`src/rtl/q15_mac_pkg.sv`:
```
package q15_mac_pkg;
  typedef struct packed {
    logic acc;
    logic wide;
    logic lj;
    logic rnd;
    logic half;
    logic sat;
  } mac_mode_t;
endpackage

```
`src/rtl/q15_mac_mul.sv`:
```
// Stage 1: signed product, left-justify and -1 x -1 replacement.
module q15_mac_mul
  import q15_mac_pkg::*;
#(
  parameter int OPW = 16,
  parameter int WW  = 64
) (
  input  logic              clk,
  input  logic              rst_n,
  input  logic              in_valid,
  input  logic [OPW-1:0]    op_a,
  input  logic [OPW-1:0]    op_b,
  input  logic [WW-1:0]     addend,
  input  mac_mode_t         mode,
  output logic              s1_valid,
  output logic [2*OPW-1:0]  s1_prod,
  output logic              s1_forced,
  output mac_mode_t         s1_mode,
  output logic [WW-1:0]     s1_addend
);
  localparam int NW = 2 * OPW;
  localparam logic [OPW-1:0] OP_MIN = {1'b1, {(OPW-1){1'b0}}};
  localparam logic [NW-1:0]  N_MAX  = {1'b0, {(NW-1){1'b1}}};

  logic [NW-1:0] raw_prod;
  logic [NW-1:0] prod_d;
  logic          forced_d;

  always_comb begin
    raw_prod = $signed(op_a) * $signed(op_b);
    forced_d = mode.lj && !mode.wide && (op_a == OP_MIN) && (op_b == OP_MIN);
    if (mode.wide)     prod_d = raw_prod;
    else if (forced_d) prod_d = N_MAX;
    else if (mode.lj)  prod_d = raw_prod << 1;
    else               prod_d = raw_prod;
  end

  always_ff @(posedge clk or negedge rst_n) begin
    if (!rst_n) begin
      s1_valid  <= 1'b0;
      s1_prod   <= '0;
      s1_forced <= 1'b0;
      s1_mode   <= '0;
      s1_addend <= '0;
    end else begin
      s1_valid <= in_valid;
      if (in_valid) begin
        s1_prod   <= prod_d;
        s1_forced <= forced_d;
        s1_mode   <= mode;
        s1_addend <= addend;
      end
    end
  end
endmodule

```
`src/rtl/q15_mac_acc.sv`:
```
// Stage 2 combinational part: add, round, saturate, detect flags.
module q15_mac_acc
  import q15_mac_pkg::*;
#(
  parameter int OPW = 16,
  parameter int WW  = 64,
  parameter int WSH = 16
) (
  input  logic [2*OPW-1:0] prod,
  input  logic             forced,
  input  mac_mode_t        mode,
  input  logic [WW-1:0]    addend,
  output logic [WW-1:0]    res,
  output logic             ovf,
  output logic             aov
);
  localparam int NW = 2 * OPW;
  localparam logic [NW-1:0] N_MAX = {1'b0, {(NW-1){1'b1}}};
  localparam logic [NW-1:0] N_MIN = {1'b1, {(NW-1){1'b0}}};
  localparam logic [WW-1:0] W_MAX = {1'b0, {(WW-1){1'b1}}};
  localparam logic [WW-1:0] W_MIN = {1'b1, {(WW-1){1'b0}}};
  localparam logic [NW+1:0] RND_K = (NW+2)'(1) << (OPW - 1);

  logic [NW+1:0] sum_n;
  logic [NW-1:0] wrap_n, sat_n, shaped_n;
  logic          ovf_n, aov_n;
  logic [WW:0]   prod_w, sum_w;
  logic [WW-1:0] sat_w;
  logic          ovf_w, aov_w;

  always_comb begin
    // narrow path
    sum_n = {{2{prod[NW-1]}}, prod}
          + (mode.acc ? {{2{addend[NW-1]}}, addend[NW-1:0]} : '0)
          + (mode.rnd ? RND_K : '0);
    wrap_n = sum_n[NW-1:0];
    ovf_n  = !((sum_n[NW+1] == sum_n[NW]) && (sum_n[NW] == sum_n[NW-1]));
    aov_n  = ovf_n | (wrap_n[NW-1] ^ wrap_n[NW-2]);
    sat_n  = (mode.sat && ovf_n) ? (sum_n[NW+1] ? N_MIN : N_MAX) : wrap_n;
    if (!mode.rnd)      shaped_n = sat_n;
    else if (mode.half) shaped_n = {{OPW{sat_n[NW-1]}}, sat_n[NW-1:OPW]};
    else                shaped_n = {sat_n[NW-1:OPW], {OPW{1'b0}}};

    // wide path
    prod_w = {{(WW+1-NW){prod[NW-1]}}, prod} << WSH;
    sum_w  = prod_w + (mode.acc ? {addend[WW-1], addend} : '0);
    ovf_w  = sum_w[WW] ^ sum_w[WW-1];
    aov_w  = ovf_w | (sum_w[WW-1] ^ sum_w[WW-2]);
    sat_w  = (mode.sat && ovf_w) ? (sum_w[WW] ? W_MIN : W_MAX) : sum_w[WW-1:0];

    if (mode.wide) begin
      res = sat_w;
      ovf = ovf_w;
      aov = aov_w;
    end else begin
      res = {{(WW-NW){shaped_n[NW-1]}}, shaped_n};
      ovf = ovf_n;
      aov = aov_n;
    end
    if (forced && !mode.acc) begin
      ovf = 1'b0;
      aov = 1'b0;
    end
  end
endmodule

```
`src/rtl/q15_mac_flags.sv`:
```
// Sticky flags, set wins over clear.
module q15_mac_flags (
  input  logic clk,
  input  logic rst_n,
  input  logic set_en,
  input  logic ovf_set,
  input  logic aov_set,
  input  logic clr,
  output logic ovf_q,
  output logic aov_q
);
  logic ovf_d, aov_d;

  always_comb begin
    ovf_d = (set_en && ovf_set) || (ovf_q && !clr);
    aov_d = (set_en && aov_set) || (aov_q && !clr);
  end

  always_ff @(posedge clk or negedge rst_n) begin
    if (!rst_n) begin
      ovf_q <= 1'b0;
      aov_q <= 1'b0;
    end else begin
      ovf_q <= ovf_d;
      aov_q <= aov_d;
    end
  end
endmodule

```
`src/rtl/q15_mac.sv`:
```
module q15_mac
  import q15_mac_pkg::*;
#(
  parameter int OPW = 16,
  parameter int WW  = 64,
  parameter int WSH = 16
) (
  input  logic           clk,
  input  logic           rst_n,
  input  logic           in_valid,
  input  logic [OPW-1:0] op_a,
  input  logic [OPW-1:0] op_b,
  input  logic [WW-1:0]  addend,
  input  logic           acc_en,
  input  logic           wide_en,
  input  logic           lj_en,
  input  logic           rnd_en,
  input  logic           half_en,
  input  logic           sat_en,
  input  logic           flag_clr,
  output logic           out_valid,
  output logic [WW-1:0]  result,
  output logic           ovf_flag,
  output logic           aov_flag
);
  localparam int NW = 2 * OPW;

  mac_mode_t     in_mode;
  logic          s1_valid;
  logic [NW-1:0] s1_prod;
  logic          s1_forced;
  mac_mode_t     s1_mode;
  logic [WW-1:0] s1_addend;
  logic [WW-1:0] s2_res;
  logic          s2_ovf, s2_aov;
  logic [WW-1:0] result_d;

  always_comb begin
    in_mode.acc  = acc_en;
    in_mode.wide = wide_en;
    in_mode.lj   = lj_en;
    in_mode.rnd  = rnd_en;
    in_mode.half = half_en;
    in_mode.sat  = sat_en;
  end

  q15_mac_mul #(.OPW(OPW), .WW(WW)) u_mul (
    .clk(clk), .rst_n(rst_n), .in_valid(in_valid),
    .op_a(op_a), .op_b(op_b), .addend(addend), .mode(in_mode),
    .s1_valid(s1_valid), .s1_prod(s1_prod), .s1_forced(s1_forced),
    .s1_mode(s1_mode), .s1_addend(s1_addend)
  );

  q15_mac_acc #(.OPW(OPW), .WW(WW), .WSH(WSH)) u_acc (
    .prod(s1_prod), .forced(s1_forced), .mode(s1_mode), .addend(s1_addend),
    .res(s2_res), .ovf(s2_ovf), .aov(s2_aov)
  );

  q15_mac_flags u_flags (
    .clk(clk), .rst_n(rst_n), .set_en(s1_valid),
    .ovf_set(s2_ovf), .aov_set(s2_aov), .clr(flag_clr),
    .ovf_q(ovf_flag), .aov_q(aov_flag)
  );

  always_comb begin
    result_d = s1_valid ? s2_res : result;
  end

  always_ff @(posedge clk or negedge rst_n) begin
    if (!rst_n) begin
      out_valid <= 1'b0;
      result    <= '0;
    end else begin
      out_valid <= s1_valid;
      result    <= result_d;
    end
  end
endmodule

```
`config.mk`:
```
export PLATFORM = sky130hd
export DESIGN_NAME = q15_mac
export DESIGN_NICKNAME = d
export VERILOG_FILES = /design/src/rtl/q15_mac_pkg.sv /design/src/rtl/q15_mac_mul.sv /design/src/rtl/q15_mac_acc.sv /design/src/rtl/q15_mac_flags.sv /design/src/rtl/q15_mac.sv
export SDC_FILE = /design/constraint.sdc
export NUM_CORES = 1
export LEC_CHECK = 0
export ABC_AREA = 0
export BUFFER_PORTS_ARGS = -buffer_cell sky130_fd_sc_hd__buf_2
export CAP_MARGIN = 20
export CORE_MARGIN = 5
export CORE_UTILIZATION = 40
export DETAILED_ROUTE_END_ITERATION = 10
export PLACE_DENSITY = 0.61
export SYNTH_ARGS = -nofsm -noshare
export SYNTH_HDL_FRONTEND = slang
export SYNTH_SLANG_ARGS = --single-unit
export TNS_END_PERCENT = 10
```
`constraint.sdc`:
```
create_clock -name clk -period 4.6 [get_ports clk]
set_clock_uncertainty 0.05 [all_clocks]
set_input_delay 0.46 -clock clk [delete_from_list [all_inputs] [get_ports clk]]
set_output_delay 0.46 -clock clk [all_outputs]
set_load 0.01 [all_outputs]
```
; ---- Yosys cells after proc, flatten, opt, wreduce, memory -nomap -nowiden
; Cells that the tools add are included.
[totals]
mem_bits_ro = 0
regBits = 170
mem_count = 0
wordCells = 60
latchBits = 0
inputBits = 106
mem_bits_rw = 0
[op_classes]
order_cmp = 0
n_shift = 0
n_eq_ne = 4
n_reduce_logical = 17
multipliers = 1
n_mux = 17
bitwise = 5
n_div = 0
n_addsub = 3
[ops]
columns = cell, n
row1 = $mux W64, 3
row2 = $mux W32, 5
row3 = $add A34 B34 Y34, 2
row4 = $add A65 B65 Y65, 1
row5 = $mux W65, 1
row6 = $mux W31, 2
row7 = $mux W34, 1
row8 = $eq A16 B16 Y1 const B, 2
row9 = $mul A16 B16 Y32, 1
row10 = $mux W16, 1
row11 = $logic_and A1 B1 Y1, 11
row12 = $logic_not A1 Y1, 4
row13 = $mux W1, 4
row14 = $xor A1 B1 Y1, 3
row15 = $eq A1 B1 Y1, 2
row16 = $logic_or A1 B1 Y1, 2
row17 = $or A1 B1 Y1, 2

; ---- Logic depth before layout (Yosys ltp)
[logic_depth]
ltp_word = 11
depth_mapped = 26
ltp_nobuf = 25

; ---- By module
; A second synthesis with hierarchy kept.
[unflattened]
cells_unflattened = 2591
hier_area_um2 = 23578.9
[by_module_without_submodules]
columns = mod, cells_each, instances, area_per_inst_um2
row1 = q15_mac_mul, 1410, 1, 13959.6
row2 = q15_mac_acc, 1037, 1, 6836.6
row3 = q15_mac, 136, 1, 2703.8
row4 = q15_mac_flags, 8, 1, 78.8

; ---- Worst setup path before layout
; Ideal clock, no wire load.
[synth_path]
path_type = input to register
start = input op_b[9]
end = register u_mul.s1_prod[29]
t_arrival_ns = 6.536
slack_ns = -2.107
n_path_buf = 2
cell_stages = 26
required_ns = 4.429
cell_sequence = clkbuf_1 clkbuf_1 nand2_1 fa_1 inv_1 fa_1 inv_1 fa_1 inv_1 fa_1 fa_1 inv_1 fa_1 inv_1 ha_1 a21o_1 a21o_1 a2111oi_0 o22ai_1 a21oi_1 o21ai_0 a21oi_1 o21ai_0 a21oi_1 o22ai_1 o22a_1
[synth_between]
elab_chain_len = 4
elab_cells_between_ends = 6
[synth_lines]
columns = element, line_no
row1 = start: declaration, q15_mac.sv:12  ; input logic [OPW-1:0] op_b,
row2 = $mul A16 B16 Y32 or $eq A16 B16 Y1 (tied branches), "q15_mac_mul.sv:30, q15_mac_mul.sv:31"
row3 = $mux W32 or $logic_and A1 B1 Y1 (tied branches), "q15_mac_mul.sv:34, q15_mac_mul.sv:31"
row4 = $mux W32, q15_mac_mul.sv:33  ; else if (forced_d) prod_d = N_MAX;
row5 = $mux W32 (*), q15_mac_mul.sv:32  ; if (mode.wide) prod_d = raw_prod;
row6 = end signal: assignment, q15_mac_mul.sv:48  ; s1_prod <= prod_d;
row7 = end: declaration, q15_mac_mul.sv:16  ; output logic [2*OPW-1:0] s1_prod,
; Every way passes the cells marked *; elsewhere a longest branch is shown, timed or not.
; A chain may end at the register's enable or synchronous reset.

; ---- Worst setup path after layout
[layout_path]
start = input op_b[6]
end = register u_mul.s1_prod[31]
; The elaborated chain is that of the path after synthesis.

==> metrics.cfg <==
[run_status]
outcome = finished, violations left
violations = setup timing

[global_routing]
grt_pass1_vias = 19787
grt_start_max_net_pins = 93
gr-total-overflow = 0
grt.total_usage = 0.218
grt_pass1_wl_um = 107000
antenna_found_initial = 5

[sta]
layout_min_cycle_time_ns = 5.79
relSlewSlack = 0.381
finalHoldViolCount = 0
grt_setup_unrepaired = true
drv_slew = 0
finalCritPeriodShare = 1.26
worstMarginPinSlew_ns = 0.929
finalSetupViolations = 22
timing.fmax_ghz = 0.173
fin_ws_ns = -1.19

[synthesis]
synth_nets = 3084
netlist_instances = 2520
yosysSeqAreaShare = 0.189
synth_edf_count = 0
synthFlopType = dfrtp_1
synth_area_mm2 = 0.0225
ys_seq_elements = 170
synth.distinct_cells = 80
synth_warnings = 0
synthArstFlopShare = 1.00
synth_area_per_cell_um2 = 8.94

[route]
vias = 18851
wl_um = 66700
drtAntennaViolNets = 0
avgRoutedWirePerCell_um = 18.4
vias_per_cell = 5.19
firstDrtPassIters = 7
drc = 0
detail_route.iter0.violations = 992

[critical_path]
cpLargestDelayFamily = adder cells
rr_worst_depth = 19
crit_path_top_delay_cell = fa_1
cp-end-kind = flop
cp_max_fo = 8
critPathMaxStageDelay_ns = 0.51
cp.depth = 25
crit_type = primary input to flop
worstPathRequired_ns = 4.87
cp_data_arrival_time_ns = 6.06
start_kind = primary input
r2r_slack_ns = 0.07
cp_common_cell = fa_1
cp_num_buf_inv = 6

[cts]
clk_pin_slew_ns = 0.07
cts_hold_buf = 0
tritoncts = done
numCtsBuffers = 17
htreeDepth = 4
clk_latency_ns = 0.46
clk_path_buf_depth = 2
cts_root_buffer = clkbuf_16
cts.sinks = 170

[flow_run]
cap_viol_max_count = 0

[die]
initial_utilization = 0.402
die_area_mm2 = 0.0612
die_x_um = 247
core-area_mm2 = 0.0561
ios = 173
rows = 87
chipHeight_um = 247

[layout]
final_cell_mix = inv_1, fa_1, buf_4
area_growth_pct = 21.6
diodes = 0
drive_gt1_frac = 0.245
nets = 3426
final_area_mm2 = 0.0274
layout_commonest_cell = inv_1

[place]
portBuffers = 172
place.gp.congestion = 0.923
placed_cell_area_mm2 = 0.0261
dp_hpwl_um = 55900

[min_path]
hold_class = primary input to async pin

[final cells by class]
type | instances | area (um2)
fillers | 5329 | 28700
multi-input cells | 1911 | 17200
flip-flops and latches | 170 | 4260
repair buffers | 431 | 3180
inverters | 331 | 1240
well taps | 756 | 946
clock buffers | 17 | 425
clock inverters | 15 | 148
[layer usage]
layer	part of all wire	wire, um	vias up	global-route usage
li1	-	-	9020	-
met1	0.44	29300	9288	0.290
met2	0.49	32700	439	0.379
met3	0.045	3010	96	0.0227
met4	0.026	1700	8	0.0592
met5	0.00072	48	-	0
[sequential cells by signal, indices dropped and copies added, names as in the netlist]
signal,cells
out_valid,1
result,64
u_flags.aov_q,1
u_flags.ovf_q,1
u_mul.s1_addend,64
u_mul.s1_forced,1
u_mul.s1_mode,5
u_mul.s1_prod,32
u_mul.s1_valid,1
[path summary, 6_finish.rpt]
kind | end | from
min in group clk | u_mul.s1_addend[9] | addend[9]
max reg2reg | result[0] | u_mul.s1_mode[5]
min reg2reg | u_mul.s1_addend[20] | u_mul.s1_addend[20]
min | u_mul.s1_addend[3] | rst_n
max | u_mul.s1_prod[31] | op_b[6]
max in group asynchronous | u_mul.s1_addend[12] | rst_n
[logic make-up (layout without fill, tap and decap cells)]
| logic type | Yosys count | in the layout | share of synthesized area |
|---|---|---|---|
| flops | 170 | 170 | 0.189 |
| xor+xnor | 112 | 112 | 0.0439 |
| buf+inv | 439 | 794 | 0.0749 |
| mux | 75 | 75 | 0.0374 |
| fa+ha+maj | 458 | 458 | 0.343 |
| simple gates | 751 | 751 | 0.164 |
| compound gates | 515 | 515 | 0.148 |
[worst reg2reg max path: cells and delay by family, from the launching register on]
kind,cells,cell delay (ns)
buf+inv,6,0.94
compound gates,7,1.47
fa+ha+maj,2,0.71
flops,1,0.48
mux,1,0.18
simple gates,3,0.58
[stage by stage]
step | setup TNS [ns] | std cells | worst slack [ns] | utilization | hold WS [ns]
2_1_floorplan | -24.09 | 2520 | -1.31 | - | 0.114
3_3_place_gp | -34.46 | 3587 | -1.72 | 0.465 | 0.431
3_5_place_dp | -37.11 | 3587 | -1.90 | 0.465 | 0.438
4_1_cts | -21.08 | 3623 | -1.22 | 0.481 | 0.0619
5_1_grt | -25.24 | 3631 | -1.42 | 0.488 | 0.0919
6_report | -20.03 | 3631 | -1.19 | 0.488 | 0.00622
[repair_timing]
item                                   CTS  global route
setup endpoints to repair               25            82
gates resized for setup                 87           103
endpoints found under the hold margin    0             0
cloned                                   0             1
setup buffers                            4             8
pin swaps                               68            56
[synth_stat cells, types with 12 or more instances]
master,count,area share
nor2b_1,14,0.0039
buf_2,12,0.0027
inv_1,330,0.055
dfrtp_1,170,0.19
xnor2_1,67,0.026
nand2_1,222,0.037
o21a_1,21,0.0070
a21oi_1,194,0.043
ha_1,193,0.11
nor2_1,161,0.027
nor3_1,55,0.012
o21ai_0,83,0.018
a31oi_1,21,0.0058
o21bai_1,17,0.0057
and3_1,12,0.0033
clkbuf_1,89,0.015
xor2_1,44,0.017
and2_1,197,0.055
nand3_1,22,0.0049
nand2b_1,22,0.0061
a211oi_1,21,0.0070
mux2_2,69,0.034
fa_1,265,0.24
a21o_1,64,0.021
Power is left out: the tool's default activity adds up to more than one toggle a clock period on the data nets, which glitch-free logic cannot reach.
